===== src/rtl/chardisp_pkg.sv =====
package chardisp_pkg;

    localparam int AC_W      = 7;
    localparam int CG_W      = 6;
    localparam int LINE_LEN  = 40;
    localparam logic [AC_W-1:0] L1_LAST  = 7'h27;
    localparam logic [AC_W-1:0] L2_FIRST = 7'h40;
    localparam logic [AC_W-1:0] L2_LAST  = 7'h67;
    localparam logic [AC_W-1:0] ONE_LAST = 7'h4F;

    typedef enum logic [3:0] {
        OP_NOP, OP_CLEAR, OP_HOME, OP_ENTRY, OP_DISP, OP_SHIFT,
        OP_FUNC, OP_CGADR, OP_DDADR, OP_STATUS, OP_WRITE, OP_READ
    } op_e;

    typedef struct packed {
        logic inc;
        logic shd;
        logic disp;
        logic cur;
        logic blink;
        logic bus8;
        logic two;
        logic tall;
    } mode_t;

    localparam mode_t MODE_RESET = '{inc: 1'b1, shd: 1'b0, disp: 1'b0, cur: 1'b0,
                                     blink: 1'b0, bus8: 1'b1, two: 1'b0, tall: 1'b0};

    function automatic logic [AC_W-1:0] ac_step(input logic [AC_W-1:0] ac,
                                                input logic up, input logic two,
                                                input logic cg);
        if (cg) begin
            if (up) return {1'b0, ac[CG_W-1:0] + 6'd1};
            return {1'b0, ac[CG_W-1:0] - 6'd1};
        end
        if (up) begin
            if (two && ac == L1_LAST)  return L2_FIRST;
            if (two && ac == L2_LAST)  return '0;
            if (!two && ac == ONE_LAST) return '0;
            return ac + 7'd1;
        end
        if (two && ac == '0)       return L2_LAST;
        if (two && ac == L2_FIRST) return L1_LAST;
        if (!two && ac == '0)      return ONE_LAST;
        return ac - 7'd1;
    endfunction

    function automatic logic [AC_W-1:0] ofs_step(input logic [AC_W-1:0] ofs,
                                                 input logic left, input logic two);
        logic [AC_W-1:0] top;
        top = two ? 7'(LINE_LEN - 1) : 7'(2 * LINE_LEN - 1);
        if (left) return (ofs >= top) ? '0 : ofs + 7'd1;
        return (ofs == '0) ? top : ofs - 7'd1;
    endfunction

endpackage


===== src/rtl/chardisp_decode.sv =====
module chardisp_decode
    import chardisp_pkg::*;
(
    input  logic       rs,
    input  logic       rw,
    input  logic [7:0] val,
    output op_e        op
);
    always_comb begin
        op = OP_NOP;
        if (rs)          op = rw ? OP_READ : OP_WRITE;
        else if (rw)     op = OP_STATUS;
        else if (val[7]) op = OP_DDADR;
        else if (val[6]) op = OP_CGADR;
        else if (val[5]) op = OP_FUNC;
        else if (val[4]) op = OP_SHIFT;
        else if (val[3]) op = OP_DISP;
        else if (val[2]) op = OP_ENTRY;
        else if (val[1]) op = OP_HOME;
        else if (val[0]) op = OP_CLEAR;
    end
endmodule


===== src/rtl/chardisp_timer.sv =====
module chardisp_timer #(
    parameter int CW = 9
) (
    input  logic          clk,
    input  logic          rst,
    input  logic          start,
    input  logic [CW-1:0] load,
    output logic          busy
);
    logic [CW-1:0] cnt;

    always_ff @(posedge clk) begin
        if (rst)              cnt <= '0;
        else if (start)       cnt <= load;
        else if (cnt != '0)   cnt <= cnt - 1'b1;
    end

    assign busy = (cnt != '0);

    p_busy_rise_needs_start_r4: assert property (@(posedge clk) disable iff (rst)
        $rose(busy) |-> $past(start));
    p_start_makes_busy_r4: assert property (@(posedge clk) disable iff (rst)
        (start && load != '0) |=> busy);
endmodule


===== src/rtl/chardisp_store.sv =====
module chardisp_store #(
    parameter int DD_DEPTH = 128,
    parameter int CG_DEPTH = 64,
    parameter logic [7:0] BLANK = 8'h20
) (
    input  logic                        clk,
    input  logic                        rst,
    input  logic                        clr,
    input  logic                        we,
    input  logic                        cg_sel,
    input  logic [$clog2(DD_DEPTH)-1:0] addr,
    input  logic [7:0]                  wdata,
    output logic [7:0]                  rdata
);
    localparam int CGA = $clog2(CG_DEPTH);

    logic [7:0] dd [DD_DEPTH];
    logic [7:0] cg [CG_DEPTH];

    always_ff @(posedge clk) begin
        if (rst || clr) begin
            for (int i = 0; i < DD_DEPTH; i++) dd[i] <= BLANK;
        end else if (we && !cg_sel) begin
            dd[addr] <= wdata;
        end
    end

    always_ff @(posedge clk) begin
        if (rst) begin
            for (int i = 0; i < CG_DEPTH; i++) cg[i] <= '0;
        end else if (we && cg_sel) begin
            cg[addr[CGA-1:0]] <= wdata;
        end
    end

    assign rdata = cg_sel ? cg[addr[CGA-1:0]] : dd[addr];
endmodule


===== src/rtl/chardisp_cmd_unit.sv =====
module chardisp_cmd_unit
    import chardisp_pkg::*;
#(
    parameter int OSC_KHZ = 270
) (
    input  logic       clk,
    input  logic       rst,
    input  logic       acc_valid,
    input  logic       acc_rs,
    input  logic       acc_rw,
    input  logic [7:0] acc_data,
    output logic [7:0] rd_data,
    output logic       busy,
    output logic       proto_err,
    output logic       disp_on,
    output logic       cursor_on,
    output logic       blink_on,
    output logic       two_line,
    output logic       tall_font,
    output logic       bus_8bit,
    output logic [6:0] shift_ofs
);
    localparam int LONG_CYC = (1530 * OSC_KHZ + 999) / 1000;
    localparam int STD_CYC  = (39 * OSC_KHZ + 999) / 1000;
    localparam int DATA_CYC = (43 * OSC_KHZ + 999) / 1000;
    localparam int CW       = $clog2(LONG_CYC + 1);

    op_e             op;
    mode_t           mode_q;
    logic [AC_W-1:0] ac_q, ofs_q;
    logic            cg_q, refill_q;
    logic [7:0]      latch_q, ram_rd;
    logic [CW-1:0]   cost;
    logic            is_status, accept, status_rd;

    chardisp_decode u_dec (.rs(acc_rs), .rw(acc_rw), .val(acc_data), .op(op));

    assign is_status = (op == OP_STATUS);
    assign accept    = acc_valid && !busy && !is_status;
    assign status_rd = acc_valid && is_status;

    always_comb begin
        unique case (op)
            OP_CLEAR, OP_HOME: cost = CW'(LONG_CYC);
            OP_WRITE, OP_READ: cost = CW'(DATA_CYC);
            default:           cost = CW'(STD_CYC);
        endcase
    end

    chardisp_timer #(.CW(CW)) u_tmr (
        .clk(clk), .rst(rst), .start(accept), .load(cost), .busy(busy)
    );

    chardisp_store u_ram (
        .clk(clk), .rst(rst), .clr(accept && op == OP_CLEAR),
        .we(accept && op == OP_WRITE), .cg_sel(cg_q), .addr(ac_q),
        .wdata(acc_data), .rdata(ram_rd)
    );

    always_ff @(posedge clk) begin
        if (rst) begin
            mode_q    <= MODE_RESET;
            ac_q      <= '0;
            ofs_q     <= '0;
            cg_q      <= 1'b0;
            refill_q  <= 1'b0;
            latch_q   <= '0;
            rd_data   <= '0;
            proto_err <= 1'b0;
        end else begin
            proto_err <= acc_valid && busy && !is_status;
            refill_q  <= 1'b0;
            if (refill_q)  latch_q <= ram_rd;
            if (status_rd) rd_data <= {busy, ac_q};
            if (accept) begin
                unique case (op)
                    OP_CLEAR: begin
                        ac_q <= '0; ofs_q <= '0; cg_q <= 1'b0; mode_q.inc <= 1'b1;
                    end
                    OP_HOME: begin
                        ac_q <= '0; ofs_q <= '0; cg_q <= 1'b0;
                    end
                    OP_ENTRY: begin
                        mode_q.inc <= acc_data[1]; mode_q.shd <= acc_data[0];
                    end
                    OP_DISP: begin
                        mode_q.disp  <= acc_data[2];
                        mode_q.cur   <= acc_data[1];
                        mode_q.blink <= acc_data[0];
                    end
                    OP_SHIFT: begin
                        if (!acc_data[3]) begin
                            ac_q     <= ac_step(ac_q, acc_data[2], mode_q.two, cg_q);
                            refill_q <= 1'b1;
                        end else begin
                            ofs_q <= ofs_step(ofs_q, !acc_data[2], mode_q.two);
                        end
                    end
                    OP_FUNC: begin
                        mode_q.bus8 <= acc_data[4];
                        mode_q.two  <= acc_data[3];
                        mode_q.tall <= acc_data[2];
                    end
                    OP_CGADR: begin
                        ac_q <= {1'b0, acc_data[5:0]}; cg_q <= 1'b1; refill_q <= 1'b1;
                    end
                    OP_DDADR: begin
                        ac_q <= acc_data[6:0]; cg_q <= 1'b0; refill_q <= 1'b1;
                    end
                    OP_WRITE: begin
                        ac_q <= ac_step(ac_q, mode_q.inc, mode_q.two, cg_q);
                        if (!cg_q && mode_q.shd)
                            ofs_q <= ofs_step(ofs_q, mode_q.inc, mode_q.two);
                    end
                    OP_READ: begin
                        rd_data  <= latch_q;
                        ac_q     <= ac_step(ac_q, mode_q.inc, mode_q.two, cg_q);
                        refill_q <= 1'b1;
                    end
                    default: ;
                endcase
            end
        end
    end

    assign disp_on   = mode_q.disp;
    assign cursor_on = mode_q.cur;
    assign blink_on  = mode_q.blink;
    assign two_line  = mode_q.two;
    assign tall_font = mode_q.tall;
    assign bus_8bit  = mode_q.bus8;
    assign shift_ofs = ofs_q;

    p_clear_state_r2: assert property (@(posedge clk) disable iff (rst)
        (accept && op == OP_CLEAR) |=> (ac_q == '0 && ofs_q == '0 && mode_q.inc && !cg_q));
    p_home_state_r3: assert property (@(posedge clk) disable iff (rst)
        (accept && op == OP_HOME) |=> (ac_q == '0 && ofs_q == '0));
    p_status_word_r4: assert property (@(posedge clk) disable iff (rst)
        status_rd |=> (rd_data == {$past(busy), $past(ac_q)}));
    p_refused_no_change_r5: assert property (@(posedge clk) disable iff (rst)
        (acc_valid && busy && !is_status) |=> ($stable(ac_q) && $stable(ofs_q) && $stable(mode_q)));
    p_err_needs_busy_r5: assert property (@(posedge clk) disable iff (rst)
        proto_err |-> $past(busy));
    p_rd_hold_r12: assert property (@(posedge clk) disable iff (rst)
        !$past(status_rd) && !$past(accept && op == OP_READ) |-> $stable(rd_data));
endmodule


===== config.mk =====
export PLATFORM = sky130hd
export DESIGN_NAME = chardisp_cmd_unit
export DESIGN_NICKNAME = d
export VERILOG_FILES = /design/src/rtl/chardisp_pkg.sv /design/src/rtl/chardisp_decode.sv /design/src/rtl/chardisp_timer.sv /design/src/rtl/chardisp_store.sv /design/src/rtl/chardisp_cmd_unit.sv
export SDC_FILE = /design/constraint.sdc
export NUM_CORES = 2
export LEC_CHECK = 0
export BUFFER_PORTS_ARGS = -buffer_cell sky130_fd_sc_hd__buf_2
export CORE_MARGIN = 4
export CORE_UTILIZATION = 58
export CTS_CLUSTER_SIZE = 30
export DETAILED_ROUTE_END_ITERATION = 6
export PLACE_DENSITY = 0.8
export REMOVE_ABC_BUFFERS = 1
export SETUP_SLACK_MARGIN = 0.1
export SLEW_MARGIN = 10
export SYNTH_ARGS = -nofsm -noshare
export SYNTH_HDL_FRONTEND = slang
export SYNTH_SLANG_ARGS = --single-unit

===== constraint.sdc =====
create_clock -name clk -period 3 [get_ports clk]
set_input_delay 0.15 -clock clk [delete_from_list [all_inputs] [get_ports clk]]
set_output_delay 0.15 -clock clk [all_outputs]
set_load 0.03 [all_outputs]

==> results.py <==
metrics = {
    "worst_hold_path": {
        "hp-start": "acc_data[0]",
        "hp-class": "in2reg",
        "hold_depth": 4,
        "min_to": "mode_q[6]$_SDFFE_PP0P_",
    },
    "routing": {
        "vias_per_cell": 6.83,
        "drt_pass1_iterations": 7,
        "vias": 50338,
        "drc_errors": 4,
        "wire_per_inst_um": 29.7,
        "drtAntennaViolNets": 0,
        "drt-initial-drc-count": 8586,
        "routed_wl_um": 219000,
    },
    "sta": {
        "worst_slack_ns": -0.000955,
        "worst_slew_pin_slew_ns": 1.20,
        "min_period_over_period": 1.00,
        "final_max_slew_viol_count": 0,
        "fmax_mhz": 333,
        "tns_ns": -0.000955,
        "finalHoldViolations": 0,
        "finalSetupViolations": 1,
        "rsz0062_at_grt": "yes",
        "layout_min_cycle_time_ns": 3.00,
        "finClkSkew_ns": 0.0355,
        "relSlewSlack": 0.203,
    },
    "clock_tree": {
        "root_buffer": "clkbuf_16",
        "clkSinkCount": 1593,
        "htree_levels": 4,
        "numCtsBuffers": 158,
        "cts_tree": "done",
        "clock_latency_ns": 0.82,
        "clk_path_buf_depth": 3,
        "clk_pin_slew_ns": 0.07,
    },
    "run": {
        "max_cap_violations": 0,
    },
    "floorplan": {
        "design.core.area_mm2": 0.128,
        "die_x_um": 367,
        "die-height_um": 367,
        "rows": 131,
        "ios": 36,
        "start_util": 0.585,
        "dieArea_mm2": 0.135,
    },
    "cells_and_area": {
        "fin_nets": 5608,
        "utilization": 0.674,
        "syn2layout_area_growth_pct": 15.2,
        "layout.cells.non_filler": 7375,
        "fillers": 8111,
        "drive_above_1_share": 0.244,
    },
    "logic_synthesis": {
        "synthMuxAreaShare": 0.133,
        "synthAdderAreaFrac": 0.00151,
        "ys_ff_latch": 1593,
        "synth_xor_area_frac": 0.00187,
        "syn_avg_cell_area_um2": 14.0,
        "synthFlopType": "edfxtp_1",
        "synth_compound_gate_area_share": 0.0402,
        "yosys.cell_types.count": 74,
        "yosys.area_share.simple": 0.159,
        "netlist_area_mm2": 0.0748,
        "synth_edf_count": 1536,
        "synthArstFlopShare": 0,
        "synth_top_family_by_area": "simple AND/OR/NAND/NOR gates",
        "synth_cells": 5327,
        "ys_seq_area_frac": 0.632,
        "synth_warnings": 0,
    },
    "grt": {
        "grt_remaining_overflow": 0,
        "grt_pass1_wl_um": 321000,
        "antenna_found_initial": 7,
        "grt_max_degree": 183,
        "grt_use_total": 0.320,
        "grt_pass1_vias": 49255,
    },
    "placement": {
        "dp_hpwl_um": 138000,
        "portBuffers": 35,
        "dp_cells": 7004,
        "gp_congestion": 0.955,
    },
    "worst_setup_path": {
        "rrSetupSlack_ns": -0.001,
        "ff2ff_path_depth": 11,
        "reg2reg_to": "latch_q[4]$_SDFFE_PP0P_",
        "critical_path_class": "reg2reg",
        "arrival_ns": 3.69,
        "start_kind": "register",
        "end_kind": "register",
        "cp_data_required_time_ns": 3.69,
        "crit_fanout": 5,
    },
    "power_and_ir_drop": {
        "power.density_mw_per_mm2": 637,
        "total_leakage_power_nw": 29.9,
        "vdd_drop_max_mv": 0.651,
    },
    "status": {
        "status": "finished, violations left",
        "violations": "design-rule violations, negative setup slack",
    },
}
-- cell usage after synthesis, types with 35 or more instances --
cell type	instances	area, um^2
and3_1	90	563
mux2_2	37	417
o21ai_0	231	1160
clkbuf_1	413	1550
mux2i_1	90	901
nor2_1	259	972
buf_1	35	131
nand3_1	37	185
nand2_1	155	582
a21oi_1	77	385
dfxtp_1	57	1140
and2_1	975	6100
nand2b_1	43	269
nor3_1	380	1900
buf_2	46	230
edfxtp_1	1536	46100
or3_1	119	744
mux4_2	383	8630
-- layer usage --
metal / global-route usage / share of wire
met1: 0.428 / 0.34
met2: 0.485 / 0.46
met3: 0.0889 / 0.15
met4: 0.164 / 0.059
met5: 0 / 0.00018
-- sequential cells by signal, indices dropped and copies added (netlist names), 2 cells and up, named ones only --
signal,flops
u_tmr.cnt,9
mode_q,2
ac_q,7
rd_data,8
shift_ofs,7
u_ram.cg,512
latch_q,8
u_ram.dd,1024
-- worst max-delay path, cell delays in order, from the launching register on --
cell and delay [ns]:
dfxtp_4 0.43, buf_12 0.16, buf_16 0.13, buf_12 0.12, mux4_2 0.51, mux4_2 0.50, nand2_2 0.08, nand2_2 0.07
a311oi_4 0.35, buf_6 0.18, nor3_4 0.06, a221o_1 0.27
-- stage by stage --
stage / power, mW / instance area, um^2 / setup WS, ns / hold slack (ns)
global placement: 33.9 / 79500 / -0.166 / 0.473
detailed placement: 34.1 / 79500 / -0.138 / 0.474
finish: 54.8 / 86100 / -0.000955 / 0.0881
CTS: 54.1 / 85200 / 0.0602 / 0.0196
floorplan: 31.3 / 72400 / -16.24 / 0.219
global route: 56.1 / 86100 / 0.00354 / 0.0870
-- how the worst max path moves through the flow --
stage	end	slack, ns	cells past startpoint
global placement	u_ram.dd[45][2]$_SDFFCE_PN0P_	-0.17	9
CTS	latch_q[2]$_SDFFE_PP0P_	0.06	13
detailed placement	u_ram.dd[45][3]$_SDFFCE_PN0P_	-0.14	9
floorplan	latch_q[3]$_SDFFE_PP0P_	-16.24	8
finish	latch_q[4]$_SDFFE_PP0P_	-0.001	11
global route	latch_q[4]$_SDFFE_PP0P_	0.004	11
-- cells by family after synthesis --
| logic type | Yosys count |
|---|---|
| buf+inv | 569 |
| simple gates | 2134 |
| fa+ha+maj | 9 |
| compound gates | 496 |
| flops | 1593 |
| xor+xnor | 16 |
| mux | 510 |
-- cells in the final DEF (no fill, tap or decap), types with 51 or more instances in the layout --
cell type / n
and3_1: 89
or3_1: 115
nor2_1: 248
clkbuf_16: 168
mux4_2: 383
nand2_1: 151
dfxtp_1: 51
mux2i_1: 84
nor3_1: 378
buf_12: 64
a21oi_1: 71
edfxtp_1: 1536
and2_1: 975
buf_4: 500
o21ai_0: 173
-- where the power goes --
part           switching [mW]  internal, mW  total [mW]
Clock                    8.64          11.5        20.2
Sequential              0.419          25.0        25.5
Combinational            5.53          3.70        9.23
Total                    14.6          40.3        54.8
-- cell type report --
| cell class | count | area, um^2 | share of cell area |
|---|---|---|---|
| repair buffers | 644 | 5980 | 0.0694 |
| flip-flops and latches | 1593 | 47300 | 0.549 |
| inverters | 24 | 100 | 0.00116 |
| diodes | 3 | 7.51 | 0.0000871 |
| multi-input cells | 3165 | 25500 | 0.296 |
| clock inverters | 86 | 906 | 0.0105 |
| clock buffers | 198 | 4310 | 0.0500 |
| well taps | 1662 | 2080 | 0.0241 |
-- repair_timing --
item,in CTS,in global routing
endpoints found under the hold margin,40,0
pin swaps,2,12
hold buffers,12,0
gates cloned,4,5
resized for setup,49,131
buffers inserted,16,47
endpoints found under the setup margin,336,1294
No activity file was read; power rests on OpenSTA's default activity.
